## src/rtl/nvm_cmd_pkg.sv

```systemverilog
package nvm_cmd_pkg;
  localparam int unsigned B_RGN_HI = 7;
  localparam int unsigned B_RGN_LO = 6;
  localparam int unsigned B_ERASE  = 5;
  localparam int unsigned B_ERR    = 4;
  localparam int unsigned B_PGMEN  = 3;
  localparam int unsigned B_WRCMD  = 2;
  localparam int unsigned B_RDCMD  = 1;

  typedef enum logic [1:0] {
    SQ_IDLE  = 2'd0,
    SQ_WRITE = 2'd1,
    SQ_READ  = 2'd2
  } sq_state_t;

  // Region 00: no rule; region 10: top bit must be 0; region x1: top bit must be 1.
  function automatic logic space_ok(input logic [1:0] rgn, input logic top_bit);
    if (rgn[0])            return top_bit;
    else if (rgn == 2'b10) return !top_bit;
    else                   return 1'b1;
  endfunction
endpackage

```

## src/rtl/nvm_csr.sv

```systemverilog
module nvm_csr
  import nvm_cmd_pkg::*;
(
  input  logic       clk,
  input  logic       por_n,
  input  logic       wrst_n,
  input  logic       sw_we,
  input  logic [7:1] sw_wdata,
  input  logic       wr_clr,
  input  logic       rd_clr,
  input  logic       err_set,
  output logic [1:0] region,
  output logic       erase_sel,
  output logic       err_flag,
  output logic       pgm_en,
  output logic       wr_cmd,
  output logic       rd_cmd
);

  always_ff @(posedge clk or negedge por_n) begin
    if (!por_n) begin
      region    <= '0;
      erase_sel <= 1'b0;
      err_flag  <= 1'b0;
      pgm_en    <= 1'b0;
      wr_cmd    <= 1'b0;
      rd_cmd    <= 1'b0;
    end else if (!wrst_n) begin
      region    <= '0;
      erase_sel <= 1'b0;
      pgm_en    <= 1'b0;
      wr_cmd    <= 1'b0;
      rd_cmd    <= 1'b0;
      err_flag  <= err_flag | err_set;
    end else begin
      if (sw_we) begin
        region    <= sw_wdata[B_RGN_HI:B_RGN_LO];
        erase_sel <= sw_wdata[B_ERASE];
        pgm_en    <= sw_wdata[B_PGMEN];
      end
      // hardware set wins over a software clear in the same cycle
      if (err_set)
        err_flag <= 1'b1;
      else if (sw_we && !sw_wdata[B_ERR])
        err_flag <= 1'b0;
      // software set wins over a hardware clear in the same cycle
      wr_cmd <= (sw_we && sw_wdata[B_WRCMD]) || (wr_cmd && !wr_clr);
      rd_cmd <= (sw_we && sw_wdata[B_RDCMD]) || (rd_cmd && !rd_clr);
    end
  end


  wr_hold_chk: assert property (@(posedge clk) disable iff (!por_n || !wrst_n)
    wr_cmd && !wr_clr |=> wr_cmd);

  rd_hold_chk: assert property (@(posedge clk) disable iff (!por_n || !wrst_n)
    rd_cmd && !rd_clr |=> rd_cmd);

  err_sticky_chk: assert property (@(posedge clk) disable iff (!por_n)
    err_flag && !(sw_we && !sw_wdata[B_ERR] && wrst_n) |=> err_flag);

endmodule

```

## src/rtl/nvm_seq.sv

```systemverilog
module nvm_seq
  import nvm_cmd_pkg::*;
#(
  parameter int unsigned ADDR_W = 22,
  parameter int unsigned DATA_W = 8
) (
  input  logic              clk,
  input  logic              por_n,
  input  logic              wrst_n,
  input  logic [1:0]        region,
  input  logic              erase_sel,
  input  logic              pgm_en,
  input  logic              wr_cmd,
  input  logic              rd_cmd,
  input  logic [ADDR_W-1:0] addr,
  input  logic [DATA_W-1:0] wdata,
  input  logic              mem_done,
  input  logic [DATA_W-1:0] mem_rdata,
  output logic              mem_req,
  output logic [1:0]        mem_region,
  output logic [ADDR_W-1:0] mem_addr,
  output logic              mem_erase,
  output logic              mem_write,
  output logic [DATA_W-1:0] mem_wdata,
  output logic [DATA_W-1:0] dat,
  output logic              wr_clr,
  output logic              rd_clr,
  output logic              err_set
);

  localparam int unsigned SPACE_BIT = ADDR_W - 1;

  sq_state_t state;
  logic idle, addr_good, start_w, bad_w, start_r;

  assign idle      = (state == SQ_IDLE);
  assign addr_good = space_ok(region, addr[SPACE_BIT]);
  assign start_w   = idle && wr_cmd && pgm_en && addr_good;
  assign bad_w     = idle && wr_cmd && !(pgm_en && addr_good) && wrst_n;
  assign start_r   = idle && !wr_cmd && rd_cmd;

  assign wr_clr  = bad_w || (state == SQ_WRITE && mem_done);
  assign rd_clr  = (state == SQ_READ) && mem_done;
  assign err_set = bad_w || (state == SQ_WRITE && !wrst_n);

  always_ff @(posedge clk or negedge por_n) begin
    if (!por_n) begin
      state      <= SQ_IDLE;
      mem_req    <= 1'b0;
      mem_region <= '0;
      mem_addr   <= '0;
      mem_erase  <= 1'b0;
      mem_write  <= 1'b0;
      mem_wdata  <= '0;
      dat        <= '0;
    end else if (!wrst_n) begin
      state   <= SQ_IDLE;
      mem_req <= 1'b0;
      dat     <= '0;
    end else begin
      mem_req <= start_w || start_r;
      if (start_w || start_r) begin
        mem_region <= region;
        mem_addr   <= addr;
        mem_erase  <= erase_sel && start_w;
        mem_write  <= start_w;
        mem_wdata  <= wdata;
      end
      unique case (state)
        SQ_IDLE: begin
          if (start_w)      state <= SQ_WRITE;
          else if (start_r) state <= SQ_READ;
        end
        SQ_WRITE: if (mem_done) state <= SQ_IDLE;
        SQ_READ: begin
          if (mem_done) begin
            dat   <= mem_rdata;
            state <= SQ_IDLE;
          end
        end
        default: state <= SQ_IDLE;
      endcase
    end
  end


  req_pulse_chk: assert property (@(posedge clk) disable iff (!por_n || !wrst_n)
    mem_req |=> !mem_req);

  one_outstanding_chk: assert property (@(posedge clk) disable iff (!por_n || !wrst_n)
    mem_req |-> $past(state) == SQ_IDLE);

  gate_closed_chk: assert property (@(posedge clk) disable iff (!por_n || !wrst_n)
    idle && wr_cmd && !pgm_en |=> !mem_req);

  space_flash_chk: assert property (@(posedge clk) disable iff (!por_n || !wrst_n)
    idle && wr_cmd && region == 2'b10 && addr[SPACE_BIT] |=> !mem_req);

  read_load_chk: assert property (@(posedge clk) disable iff (!por_n || !wrst_n)
    state == SQ_READ && mem_done |=> dat == $past(mem_rdata));

  stray_done_chk: assert property (@(posedge clk) disable iff (!por_n || !wrst_n)
    idle && mem_done |=> $stable(dat));

endmodule

```

## src/rtl/nvm_cmd_seq.sv

```systemverilog
module nvm_cmd_seq
  import nvm_cmd_pkg::*;
#(
  parameter int unsigned ADDR_W = 22,
  parameter int unsigned DATA_W = 8
) (
  input  logic              clk,
  input  logic              por_n,
  input  logic              wrst_n,
  input  logic              csr_we,
  input  logic [7:0]        csr_wdata,
  output logic [7:0]        csr_rdata,
  input  logic [ADDR_W-1:0] nvm_addr,
  input  logic [DATA_W-1:0] nvm_wdata,
  output logic [DATA_W-1:0] nvm_dat,
  output logic              mem_req,
  output logic [1:0]        mem_region,
  output logic [ADDR_W-1:0] mem_addr,
  output logic              mem_erase,
  output logic              mem_write,
  output logic [DATA_W-1:0] mem_wdata,
  input  logic              mem_done,
  input  logic [DATA_W-1:0] mem_rdata
);

  logic [1:0] region;
  logic erase_sel, err_flag, pgm_en, wr_cmd, rd_cmd;
  logic wr_clr, rd_clr, err_set;
  logic unused_bit0;

  assign unused_bit0 = csr_wdata[0];

  nvm_csr u_csr (
    .clk       (clk),
    .por_n     (por_n),
    .wrst_n    (wrst_n),
    .sw_we     (csr_we),
    .sw_wdata  (csr_wdata[7:1]),
    .wr_clr    (wr_clr),
    .rd_clr    (rd_clr),
    .err_set   (err_set),
    .region    (region),
    .erase_sel (erase_sel),
    .err_flag  (err_flag),
    .pgm_en    (pgm_en),
    .wr_cmd    (wr_cmd),
    .rd_cmd    (rd_cmd)
  );

  nvm_seq #(.ADDR_W(ADDR_W), .DATA_W(DATA_W)) u_seq (
    .clk        (clk),
    .por_n      (por_n),
    .wrst_n     (wrst_n),
    .region     (region),
    .erase_sel  (erase_sel),
    .pgm_en     (pgm_en),
    .wr_cmd     (wr_cmd),
    .rd_cmd     (rd_cmd),
    .addr       (nvm_addr),
    .wdata      (nvm_wdata),
    .mem_done   (mem_done),
    .mem_rdata  (mem_rdata),
    .mem_req    (mem_req),
    .mem_region (mem_region),
    .mem_addr   (mem_addr),
    .mem_erase  (mem_erase),
    .mem_write  (mem_write),
    .mem_wdata  (mem_wdata),
    .dat        (nvm_dat),
    .wr_clr     (wr_clr),
    .rd_clr     (rd_clr),
    .err_set    (err_set)
  );

  assign csr_rdata = {region, erase_sel, err_flag, pgm_en, wr_cmd, rd_cmd, 1'b0};


  warm_abort_chk: assert property (@(posedge clk) disable iff (!por_n)
    !wrst_n |=> !wr_cmd && !rd_cmd && !mem_req);

endmodule

```

## config.mk

```make
export PLATFORM = sky130hd
export DESIGN_NAME = nvm_cmd_seq
export DESIGN_NICKNAME = d
export VERILOG_FILES = /design/src/rtl/nvm_cmd_pkg.sv /design/src/rtl/nvm_csr.sv /design/src/rtl/nvm_seq.sv /design/src/rtl/nvm_cmd_seq.sv
export SDC_FILE = /design/constraint.sdc
export NUM_CORES = 1
export LEC_CHECK = 0
export BUFFER_PORTS_ARGS = -buffer_cell sky130_fd_sc_hd__buf_2
export CAP_MARGIN = 20
export CORE_MARGIN = 2
export CORE_UTILIZATION = 45
export DETAILED_ROUTE_END_ITERATION = 7
export GPL_TIMING_DRIVEN = 0
export PLACE_DENSITY = 0.76
export SYNTH_ARGS = -nofsm -noshare
export SYNTH_HDL_FRONTEND = slang
export SYNTH_HIERARCHICAL = 1
export SYNTH_SLANG_ARGS = --single-unit
```

## constraint.sdc

```tcl
create_clock -name clk -period 1.5 [get_ports clk]
set_input_delay 0.45 -clock clk [delete_from_list [all_inputs] [get_ports clk]]
set_output_delay 0.45 -clock clk [all_outputs]
set_load 0.005 [all_outputs]
```

# Yosys cells after proc, flatten, opt, wreduce, memory -nomap -nowiden
# Cells that the tools add are included.
[totals]
output_inout_bits = 51
regBits = 52
[classes]
n_mux = 22
eq_ne = 9
bitwise_logic = 1
n_reduce_logical = 34
[op_table]
columns = ["op", "n"]
rows = [
  ["two-way mux 8 bit", 3],
  ["logical AND 1 bit", 17],
  ["two-way mux 1 bit", 12],
  ["two-way mux 2 bit", 6],
  ["logical NOT 1 bit", 7],
  ["!= test 2 x 1 -> 1 bit, second input constant", 3],
  ["AND reduction 2 bit", 3],
  ["logical OR 1 bit", 5],
  ["== test 2 bit, second input constant", 2],
  ["!= test 4 bit, second input constant", 1],
  ["one-hot mux 2 bit (2 select lines)", 1],
  ["!= test 3 x 1 -> 1 bit, second input constant", 1],
  ["!= test 3 x 2 -> 1 bit, second input constant", 1],
  ["== test 2 x 1 -> 1 bit, second input constant", 1],
  ["logical NOT 2 bit", 1],
  ["OR reduction 2 bit", 1],
  ["OR 1 bit", 1],
]

# Logic depth before layout (Yosys ltp)
# Gate-level depths: netlist (run 1).
[logic_depth]
ltp_word = 12
ltp_mapped = 7
ltp_nobuf = 6

# By module
# Netlist (run 1), hierarchy kept.
[by_module_without_submodules]
columns = ["mod", "n_inst", "area_each_um2", "seq_area_each_um2", "cells_per_inst"]
rows = [
  ["nvm_seq", 1, 2557.5, 1126.1, 266],
  ["nvm_csr", 1, 300.3, 175.2, 25],
  ["nvm_cmd_seq", 1, 48.8, 0.0, 7],
]

# Worst setup path after synthesis (run 1)
# OpenSTA, ideal clock, no wires.
[synth_path]
kind = "register -> register"
from = "register u_seq.state[0]"
to = "register u_csr.wr_cmd"
period_less_slack_ns = 1.488
n_path_buf = 1
path_slack_ns = 0.012
stages_incl_launch_ff = 8
required_time_ns = 1.422
setup_ns = 0.078
t_arrival_ns = 1.411
path_cell_list = "dfrtp_1 inv_1 ha_1 and2_1 buf_2 a32o_1 nand2b_1 a21boi_1"
[synth_via]
elab_chain_cells = 9
[synth_rtl]
columns = ["item", "line_no", "source"]
rows = [
  ["start: declaration", "nvm_seq.sv:33", "sq_state_t state;"],
  ["start signal: assignment", "nvm_seq.sv:48", "state <= SQ_IDLE;"],
  ["start signal: assignment", "nvm_seq.sv:57", "state <= SQ_IDLE;"],
  ["start signal: assignment", "nvm_seq.sv:71", "if (start_w) state <= SQ_WRITE;"],
  ["logical NOT 2 bit", "nvm_seq.sv:36", "assign idle = (state == SQ_IDLE);"],
  ["logical AND 1 bit (3 in series)", "nvm_seq.sv:39", "assign bad_w = idle && wr_cmd && !(pgm_en && addr_good) && wrst_n;"],
  ["logical OR 1 bit *", "nvm_seq.sv:42", "assign wr_clr = bad_w || (state == SQ_WRITE && mem_done);"],
  ["named net wr_clr", "nvm_cmd_seq.sv:28", "logic wr_clr, rd_clr, err_set;"],
  ["logical NOT 1 bit *", "nvm_csr.sv:47", "wr_cmd <= (sw_we && sw_wdata[B_WRCMD]) || (wr_cmd && !wr_clr);"],
  ["logical AND 1 bit *", "nvm_csr.sv:47", ""],
  ["logical OR 1 bit *", "nvm_csr.sv:47", ""],
  ["two-way mux 1 bit *", "nvm_csr.sv:28", "end else if (!wrst_n) begin"],
  ["end signal: assignment", "nvm_csr.sv:47", ""],
  ["end: declaration", "nvm_csr.sv:16", "output logic wr_cmd,"],
]
# The timed path passes the listed nets; every way through them passes the cells marked *.
# A chain may end at the register's enable or synchronous reset.

# Worst setup path after layout (run 1)
[layout_path]
from = "register u_csr.region[0]"
to = "register u_seq.mem_addr[0]"
[layout_via]
elab_chain_cells = 6
[layout_rtl]
columns = ["item", "line_no", "source"]
rows = [
  ["start: declaration", "nvm_csr.sv:12", "output logic [1:0] region,"],
  ["start signal: assignment", "nvm_csr.sv:37", "region <= sw_wdata[B_RGN_HI:B_RGN_LO];"],
  ["== test 2 bit", "nvm_cmd_pkg.sv:19", "else if (rgn == 2'b10) return !top_bit;"],
  ["two-way mux 1 bit", "nvm_cmd_pkg.sv:19", ""],
  ["two-way mux 1 bit *", "nvm_cmd_pkg.sv:18", "if (rgn[0]) return top_bit;"],
  ["logical AND 1 bit *", "nvm_seq.sv:38", "assign start_w = idle && wr_cmd && pgm_en && addr_good;"],
  ["logical OR 1 bit *", "nvm_seq.sv:62", "if (start_w || start_r) begin"],
  ["AND reduction 2 bit (no line) *", "n/a", ""],
  ["end signal: assignment", "nvm_seq.sv:64", "mem_addr <= addr;"],
  ["end: declaration", "nvm_seq.sv:21", "output logic [ADDR_W-1:0] mem_addr,"],
]
# Every way passes the cells marked *; elsewhere a longest branch is shown, timed or not.

==> results of run 1 <==
-- how the worst max path moves through the flow --
| stage | endpoint | slack [ns] | cells after the start |
|---|---|---|---|
| final | u_seq/mem_addr[0]$_DFFE_PN0P_ | -0.005 | 4 |
| after global placement | u_seq/mem_wdata[5]$_DFFE_PN0P_ | -0.23 | 6 |
| after detailed placement | u_seq/mem_addr[13]$_DFFE_PN0P_ | -0.29 | 6 |
| after CTS | u_seq/mem_addr[13]$_DFFE_PN0P_ | -0.009 | 7 |
| after floorplan | u_csr/wr_cmd$_DFF_PN0_ | 0.01 | 7 |
| after global routing | u_csr/wr_cmd$_DFF_PN0_ | -0.06 | 7 |
-- power by group through the flow --
stage / sequential [uW] / clock (uW) / combinational, uW
floorplan: 1750 / 0 / 579
global placement: 1750 / 0 / 975
detailed placement: 1760 / 0 / 1010
CTS: 1740 / 772 / 1050
global route: 1780 / 822 / 1340
finish: 1760 / 743 / 1230
-- area by class of cell --
type	count	area, sq um	share of cell area [%]
timing repair buffer	109	607	15.1
buffer	35	323	8.01
multi-input combinational	205	1610	40.0
inverter	4	15.0	0.373
tap	77	96.3	2.39
clock buffer	5	68.8	1.71
sequential	52	1310	32.4
-- routing by layer --
layer / share of wire (%) / GRT usage (%) / routed length [microns] / up-vias
met2: 50 / 38.2 / 4330 / 109
met3: 7.1 / 5.80 / 615 / 5
met4: 0.75 / 4.91 / 65 / 0
li1: - / - / - / 1365
met5: 0 / 0 / 0 / -
met1: 43 / 31.3 / 3710 / 1467
-- synthesized netlist by cell type, types with 2 or more instances --
| master | instances | share of area [%] |
|---|---|---|
| clkbuf_1 | 8 | 1.0 |
| o211ai_1 | 32 | 8.3 |
| o311ai_2 | 2 | 1.1 |
| a21oi_1 | 9 | 1.5 |
| nor2_1 | 3 | 0.39 |
| dfrtp_1 | 52 | 45 |
| buf_2 | 16 | 2.8 |
| o21ai_0 | 2 | 0.34 |
| buf_6 | 5 | 1.9 |
| nand4_1 | 2 | 0.43 |
| nor2b_1 | 4 | 0.86 |
| a22oi_1 | 32 | 8.3 |
| nand2b_1 | 3 | 0.65 |
| and2_1 | 2 | 0.43 |
| o311ai_0 | 2 | 0.60 |
| nand2_1 | 47 | 6.1 |
| buf_4 | 7 | 1.8 |
| mux2i_1 | 5 | 1.7 |
| a32o_1 | 2 | 0.69 |
| nand3b_1 | 2 | 0.52 |
| ha_1 | 3 | 1.3 |
| nand3_1 | 12 | 2.1 |
| inv_1 | 3 | 0.39 |
| o311ai_1 | 27 | 8.1 |
-- cell families after synthesis --
family                   share of synthesized area, %
flip-flops                                       44.8
AO/OA/AOI/OAI                                    30.9
buffers and inverters                            8.18
adder cells (fa/ha/maj)                          1.29
AND/OR/NAND/NOR                                  13.0
other                                           0.129
multiplexers                                     1.72
-- stage by stage --
step | util [%] | std cells | hold slack (ns)
2_1_floorplan | - | 298 | 0.154
3_3_place_gp | 55.3 | 473 | 0.484
3_5_place_dp | 55.6 | 474 | 0.497
4_1_cts | 58.1 | 480 | 0.156
5_1_grt | 63.8 | 487 | 0.176
6_report | 63.8 | 487 | 0.155
-- sequential cells by signal, indices dropped and copies added, names as in the netlist --
name              cells
u_csr/erase_sel       1
u_csr/err_flag        1
u_csr/pgm_en          1
u_csr/rd_cmd          1
u_csr/region          2
u_csr/wr_cmd          1
u_seq/dat             8
u_seq/mem_addr       22
u_seq/mem_erase       1
u_seq/mem_region      2
u_seq/mem_req         1
u_seq/mem_wdata       8
u_seq/mem_write       1
u_seq/state           2
-- timing repair --
| action | CTS | global route |
|---|---|---|
| gates resized for setup | 30 | 73 |
| pin swaps | 0 | 7 |
| cloned | 0 | 2 |
| endpoints found under the setup margin | 47 | 39 |
| setup buffers | 2 | 6 |
| hold buffers | 0 | 0 |
-- worst register-to-register path, cell delays in order (launching register included) --
cell and delay [ns]:
dfrtp_2 0.45, and2b_2 0.27, buf_4 0.21, o311ai_1 0.31, o211ai_1 0.13
==> impl_metrics.env, run 1 <==
export IMPL_startpoint_type="flop"
export IMPL_setup_tns_ns=-0.00534
export IMPL_synth_enable_flop_cells=0
export IMPL_syn_instance_count=298
export IMPL_layout_commonest_cell="buf_2"
export IMPL_violations="negative setup slack"
export IMPL_finalCritPeriodShare_pct=100
export IMPL_postSynthAreaPerCell_sq_um=9.75
export IMPL_first_global_vias=2772
export IMPL_area_growth_pct=38.6
export IMPL_r2r_end="u_seq/mem_addr[0]$_DFFE_PN0P_"
export IMPL_timing_rr_start="u_csr/region[0]$_DFFE_PN0P_"
export IMPL_start_util_pct=46.0
export IMPL_worstSetupEndpointType="flop"
export IMPL_io_buffers=98
export IMPL_crit_path_max_incr_delay_ns=0.45
export IMPL_clk_path_buf_depth=2
export IMPL_core_region_area_sq_mm=0.00631
export IMPL_reg2reg_depth=4
export IMPL_skew_ns=0.00597
export IMPL_vdd_drop_max_mv=0.504
export IMPL_synthArstFlopShare_pct=100
export IMPL_layout_setup_ws_ns=-0.00534
export IMPL_grt_setup_unrepaired="true"
export IMPL_period_needed_ns=1.51
export IMPL_antenna_cells=0
export IMPL_synthFlopType="dfrtp_1"
export IMPL_mostFrequentLayoutCells="buf_2 (100), dfrtp_1 (48), nand2_1 (45)"
export IMPL_nFillCells=539
export IMPL_leakagePower_uw=0.00171
export IMPL_post_dp_cell_area_sq_mm=0.00351
export IMPL_clkTransAtPathRegs_ns=0.08
export IMPL_slew_headroom_pct=58.7
export IMPL_dpl_worst_slack_ns=-0.291
export IMPL_crit_start="u_csr/region[0]$_DFFE_PN0P_"
export IMPL_postRouteWirelength_microns=8720
export IMPL_cts_tree="yes"
export IMPL_p_clk_share_pct=19.9
export IMPL_die_area_sq_mm=0.00712
export IMPL_critPathTopFamily="flip-flops"
export IMPL_powerDensity_mw_per_mm2=926
export IMPL_setup_viol=1
export IMPL_critical_path_buf_inv_count=1
export IMPL_row_count=29
export IMPL_htreeDepth=2
export IMPL_maxCapViolCount=0
export IMPL_wire_per_inst_microns=17.9
export IMPL_syn_area_sq_mm=0.00291
export IMPL_hp_class="input port to asynchronous set/reset pin"
export IMPL_crit_required_ns=1.67
export IMPL_hold_viol=0
export IMPL_critPathSlowestCell="dfrtp_2"
export IMPL_cts_root_buf="clkbuf_8"
export IMPL_total_power_uw=3730
export IMPL_io_pins=102
export IMPL_vias_per_cell=6.05
export IMPL_ys_warn_count=6
export IMPL_vias=2946
export IMPL_drive_gt1_share_pct=46.6
export IMPL_synth_seq_area_share_pct=44.8
export IMPL_drt_pass1_iter_count=4
export IMPL_timing_fmax_mhz=664
export IMPL_syn_nets=352
export IMPL_swShare_pct=31.6
export IMPL_drv_slew=0
export IMPL_grt_antenna_before_repair=0
export IMPL_netSwitchingPower_uw=1180
export IMPL_synth_seq_cells=52
export IMPL_rrSetupSlack_ns=-0.005
export IMPL_die_h_microns=84.4
export IMPL_grt_pass1_wl_microns=13600
export IMPL_power_frac_seq_pct=47.1
export IMPL_grt_overflow=0
export IMPL_drt_iter0_markers=144
export IMPL_clk_latency_ns=0.30
export IMPL_dp_hpwl_microns=5740
export IMPL_die_w_microns=84.4
export IMPL_track_usage_pct=23.2
export IMPL_cts_buffers=5
export IMPL_clock_sinks=52
export IMPL_grt_max_degree=28
export IMPL_nNetsFinal=466
export IMPL_power_internal_uw=2550
export IMPL_crit_chain="and2b_2 -> buf_4 -> o311ai_1 -> o211ai_1"
export IMPL_criticalPathCategory="flop to flop"
export IMPL_finalInstanceArea_sq_mm=0.00403
export IMPL_tightestPinTransition_ns=0.619
export IMPL_gp_congestion=0.757
export IMPL_status="finished, violations left"
export IMPL_antenna_left=0
export IMPL_yosysUniqueCellTypes=40
export IMPL_worstPathArrival_ns=1.68
export IMPL_combPwrFrac_pct=33.0
export IMPL_cp_max_fo=10
export IMPL_drc=0
Note: power is estimated with default switching activity, not from simulation.
==> run 2: changes to the inputs <==
--- a/config.mk
+++ b/config.mk
@@ -12,4 +12,4 @@
 export DETAILED_ROUTE_END_ITERATION = 7
-export GPL_TIMING_DRIVEN = 0
 export PLACE_DENSITY = 0.76
+export SLEW_MARGIN = 30
 export SYNTH_ARGS = -nofsm -noshare
--- a/constraint.sdc
+++ b/constraint.sdc
@@ -3,2 +3,2 @@
 set_output_delay 0.45 -clock clk [all_outputs]
-set_load 0.005 [all_outputs]
+set_load 0.01 [all_outputs]
==> run 2 against run 1 <==
Against the previous run:
- the run now ends clean
- total power rose by 5.3%
- register-to-register slack improved by 0.04 ns
- first-iteration DRC count rose by 20%
- core utilization fell by 2.3 points
- global-route usage rose by 0.075 points
- final area fell by 3.7%
- die area did not move
- worst hold slack got worse by 0.027 ns
- critical endpoint is now csr_rdata[7]
- largest cell class unchanged
- highest routed layer unchanged
==> impl_metrics.env, run 2 (synthesis gave the netlist of run 1 again) <==
export IMPL_powerDensity_mw_per_mm2=1010
export IMPL_crit_required_ns=1.05
export IMPL_area_growth_pct=33.5
export IMPL_track_usage_pct=23.3
export IMPL_setup_tns_ns=0
export IMPL_grt_pass1_wl_microns=13600
export IMPL_drt_pass1_iter_count=4
export IMPL_io_buffers=99
export IMPL_clkTransAtPathRegs_ns=0.10
export IMPL_power_frac_seq_pct=44.2
export IMPL_clk_path_buf_depth=2
export IMPL_die_h_microns=84.4
export IMPL_antenna_left=0
export IMPL_crit_chain="buf_6 -> buf_2"
export IMPL_p_clk_share_pct=24.9
export IMPL_grt_max_degree=53
export IMPL_crit_path_max_incr_delay_ns=0.43
export IMPL_largestRegisters="u_seq/mem_addr x22, u_seq/dat x8, u_seq/mem_wdata x8"
export IMPL_htreeDepth=2
export IMPL_drt_iter0_markers=173
export IMPL_drv_slew=0
export IMPL_worstSetupEndpointType="output port"
export IMPL_critical_path_buf_inv_count=2
export IMPL_maxCapViolCount=0
export IMPL_largest_reg_flops=22
export IMPL_vias=2871
export IMPL_critPathSlowestCell="dfrtp_1"
export IMPL_hp_class="input port to asynchronous set/reset pin"
export IMPL_finalCritPeriodShare_pct=97.5
export IMPL_grt_antenna_before_repair=0
export IMPL_leakagePower_uw=0.00167
export IMPL_skew_ns=0.00755
export IMPL_regMostFlops="u_seq/mem_addr"
export IMPL_io_pins=102
export IMPL_cts_buffers=5
export IMPL_die_w_microns=84.4
export IMPL_dp_hpwl_microns=5480
export IMPL_setup_viol=0
export IMPL_status="completed"
export IMPL_power_internal_uw=2680
export IMPL_clock_sinks=52
export IMPL_criticalPathCategory="flop to output port"
export IMPL_gp_congestion=0.763
export IMPL_die_area_sq_mm=0.00712
export IMPL_first_global_vias=2823
export IMPL_layout_commonest_cell="buf_2"
export IMPL_cts_tree="yes"
export IMPL_grt_setup_unrepaired="true"
export IMPL_worstPathArrival_ns=1.01
export IMPL_combPwrFrac_pct=30.9
export IMPL_swShare_pct=31.7
export IMPL_dpl_cell_count=471
export IMPL_drc=0
export IMPL_final_cells=482
export IMPL_wire_per_inst_microns=17.3
export IMPL_antenna_cells=0
export IMPL_drive_gt1_share_pct=40.7
export IMPL_cp_max_fo=4
export IMPL_postRouteWirelength_microns=8360
export IMPL_row_count=29
export IMPL_hold_buffers=0
export IMPL_vdd_drop_max_mv=0.572
export IMPL_vias_per_cell=5.96
export IMPL_clk_latency_ns=0.31
export IMPL_period_needed_ns=1.46
export IMPL_post_dp_cell_area_sq_mm=0.00362
export IMPL_timing_fmax_mhz=684
export IMPL_finalInstanceArea_sq_mm=0.00388
export IMPL_hold_viol=0
export IMPL_hold_ws_ns=0.127
export IMPL_startpoint_type="flop"
export IMPL_core_region_area_sq_mm=0.00631
export IMPL_mostFrequentLayoutCells="buf_2 (98), dfrtp_1 (51), nand2_1 (46)"
export IMPL_nNetsFinal=458
export IMPL_grt_overflow=0
export IMPL_cts_root_buf="clkbuf_8"
export IMPL_critPathTopFamily="flip-flops"
export IMPL_netSwitchingPower_uw=1250
export IMPL_start_util_pct=46.0
==> run 2: cell count changes in the layout (fill, tap and decap cells not counted), moves of 6 or more <==
cell	previous run	this run
buf_6	14	5
buf_12	1	7
o311ai_1	9	25
o311ai_2	17	6
==> run 2: per-stage QoR <==
stage / power [uW] / utilization [%] / setup WS, ns
after floorplan: 2400 / - / 0.0115
after global placement: 2840 / 57.3 / -0.0820
after detailed placement: 2880 / 57.3 / -0.156
after CTS: 3920 / 60.0 / 0.00274
after global routing: 4140 / 61.5 / -0.0199
final: 3930 / 61.5 / 0.0374
==> run 2: cell type report <==
class                      count  area (sq um)
fill                         562          2430
multi-input combinational    205          1450
sequential                    52          1300
timing repair buffer         136           902
tap                           77          96.3
clock buffer                   5          68.8
clock inverter                 3          42.5
inverter                       4          15.0
==> run 2: final timing paths <==
path                                             start                             end  slack, ns  cells after the start
min in group clk                          mem_rdata[0]        u_seq/dat[0]$_DFFE_PN0P_       0.38                      3
max reg2reg                u_csr/region[1]$_DFFE_PN0P_  u_seq/mem_addr[13]$_DFFE_PN0P_       0.04                      4
min                                              por_n        u_csr/pgm_en$_DFFE_PN0P_       0.13                      2
min reg2reg                   u_seq/dat[1]$_DFFE_PN0P_        u_seq/dat[1]$_DFFE_PN0P_       0.53                      2
max                        u_csr/region[1]$_DFFE_PN0P_                    csr_rdata[7]       0.04                      2
max in group asynchronous                        por_n     u_csr/region[0]$_DFFE_PN0P_       1.12                      2
==> run 2: what timing repair did <==
action / CTS / global route
resized for setup: 8 / 23
cloned: 1 / 0
setup buffers: 1 / 1
endpoints found under the setup margin: 39 / 41
==> run 2: power by group through the flow <==
stage                     Combinational, uW  Sequential, uW  Clock, uW
after detailed placement               1130            1750          0
final                                  1210            1740        979
after global routing                   1330            1760       1050
after global placement                 1100            1740          0
after floorplan                         584            1820          0
after CTS                              1180            1730       1010
==> run 2: per-layer routing <==
metal / share of wire, % / track usage, % / wire, microns / up-vias
met5: 0 / 0 / 0 / -
met1: 42 / 32.4 / 3540 / 1375
met4: 0.81 / 6.78 / 68 / 0
li1: - / - / - / 1363
met2: 49 / 38.0 / 4130 / 126
met3: 7.5 / 3.54 / 625 / 7
==> run 2: worst reg2reg max path, cell delays in order, from the launching register on <==
cell and delay, ns:
dfrtp_1 0.43, and3b_2 0.26, buf_4 0.21, o311ai_1 0.30, o211ai_1 0.13
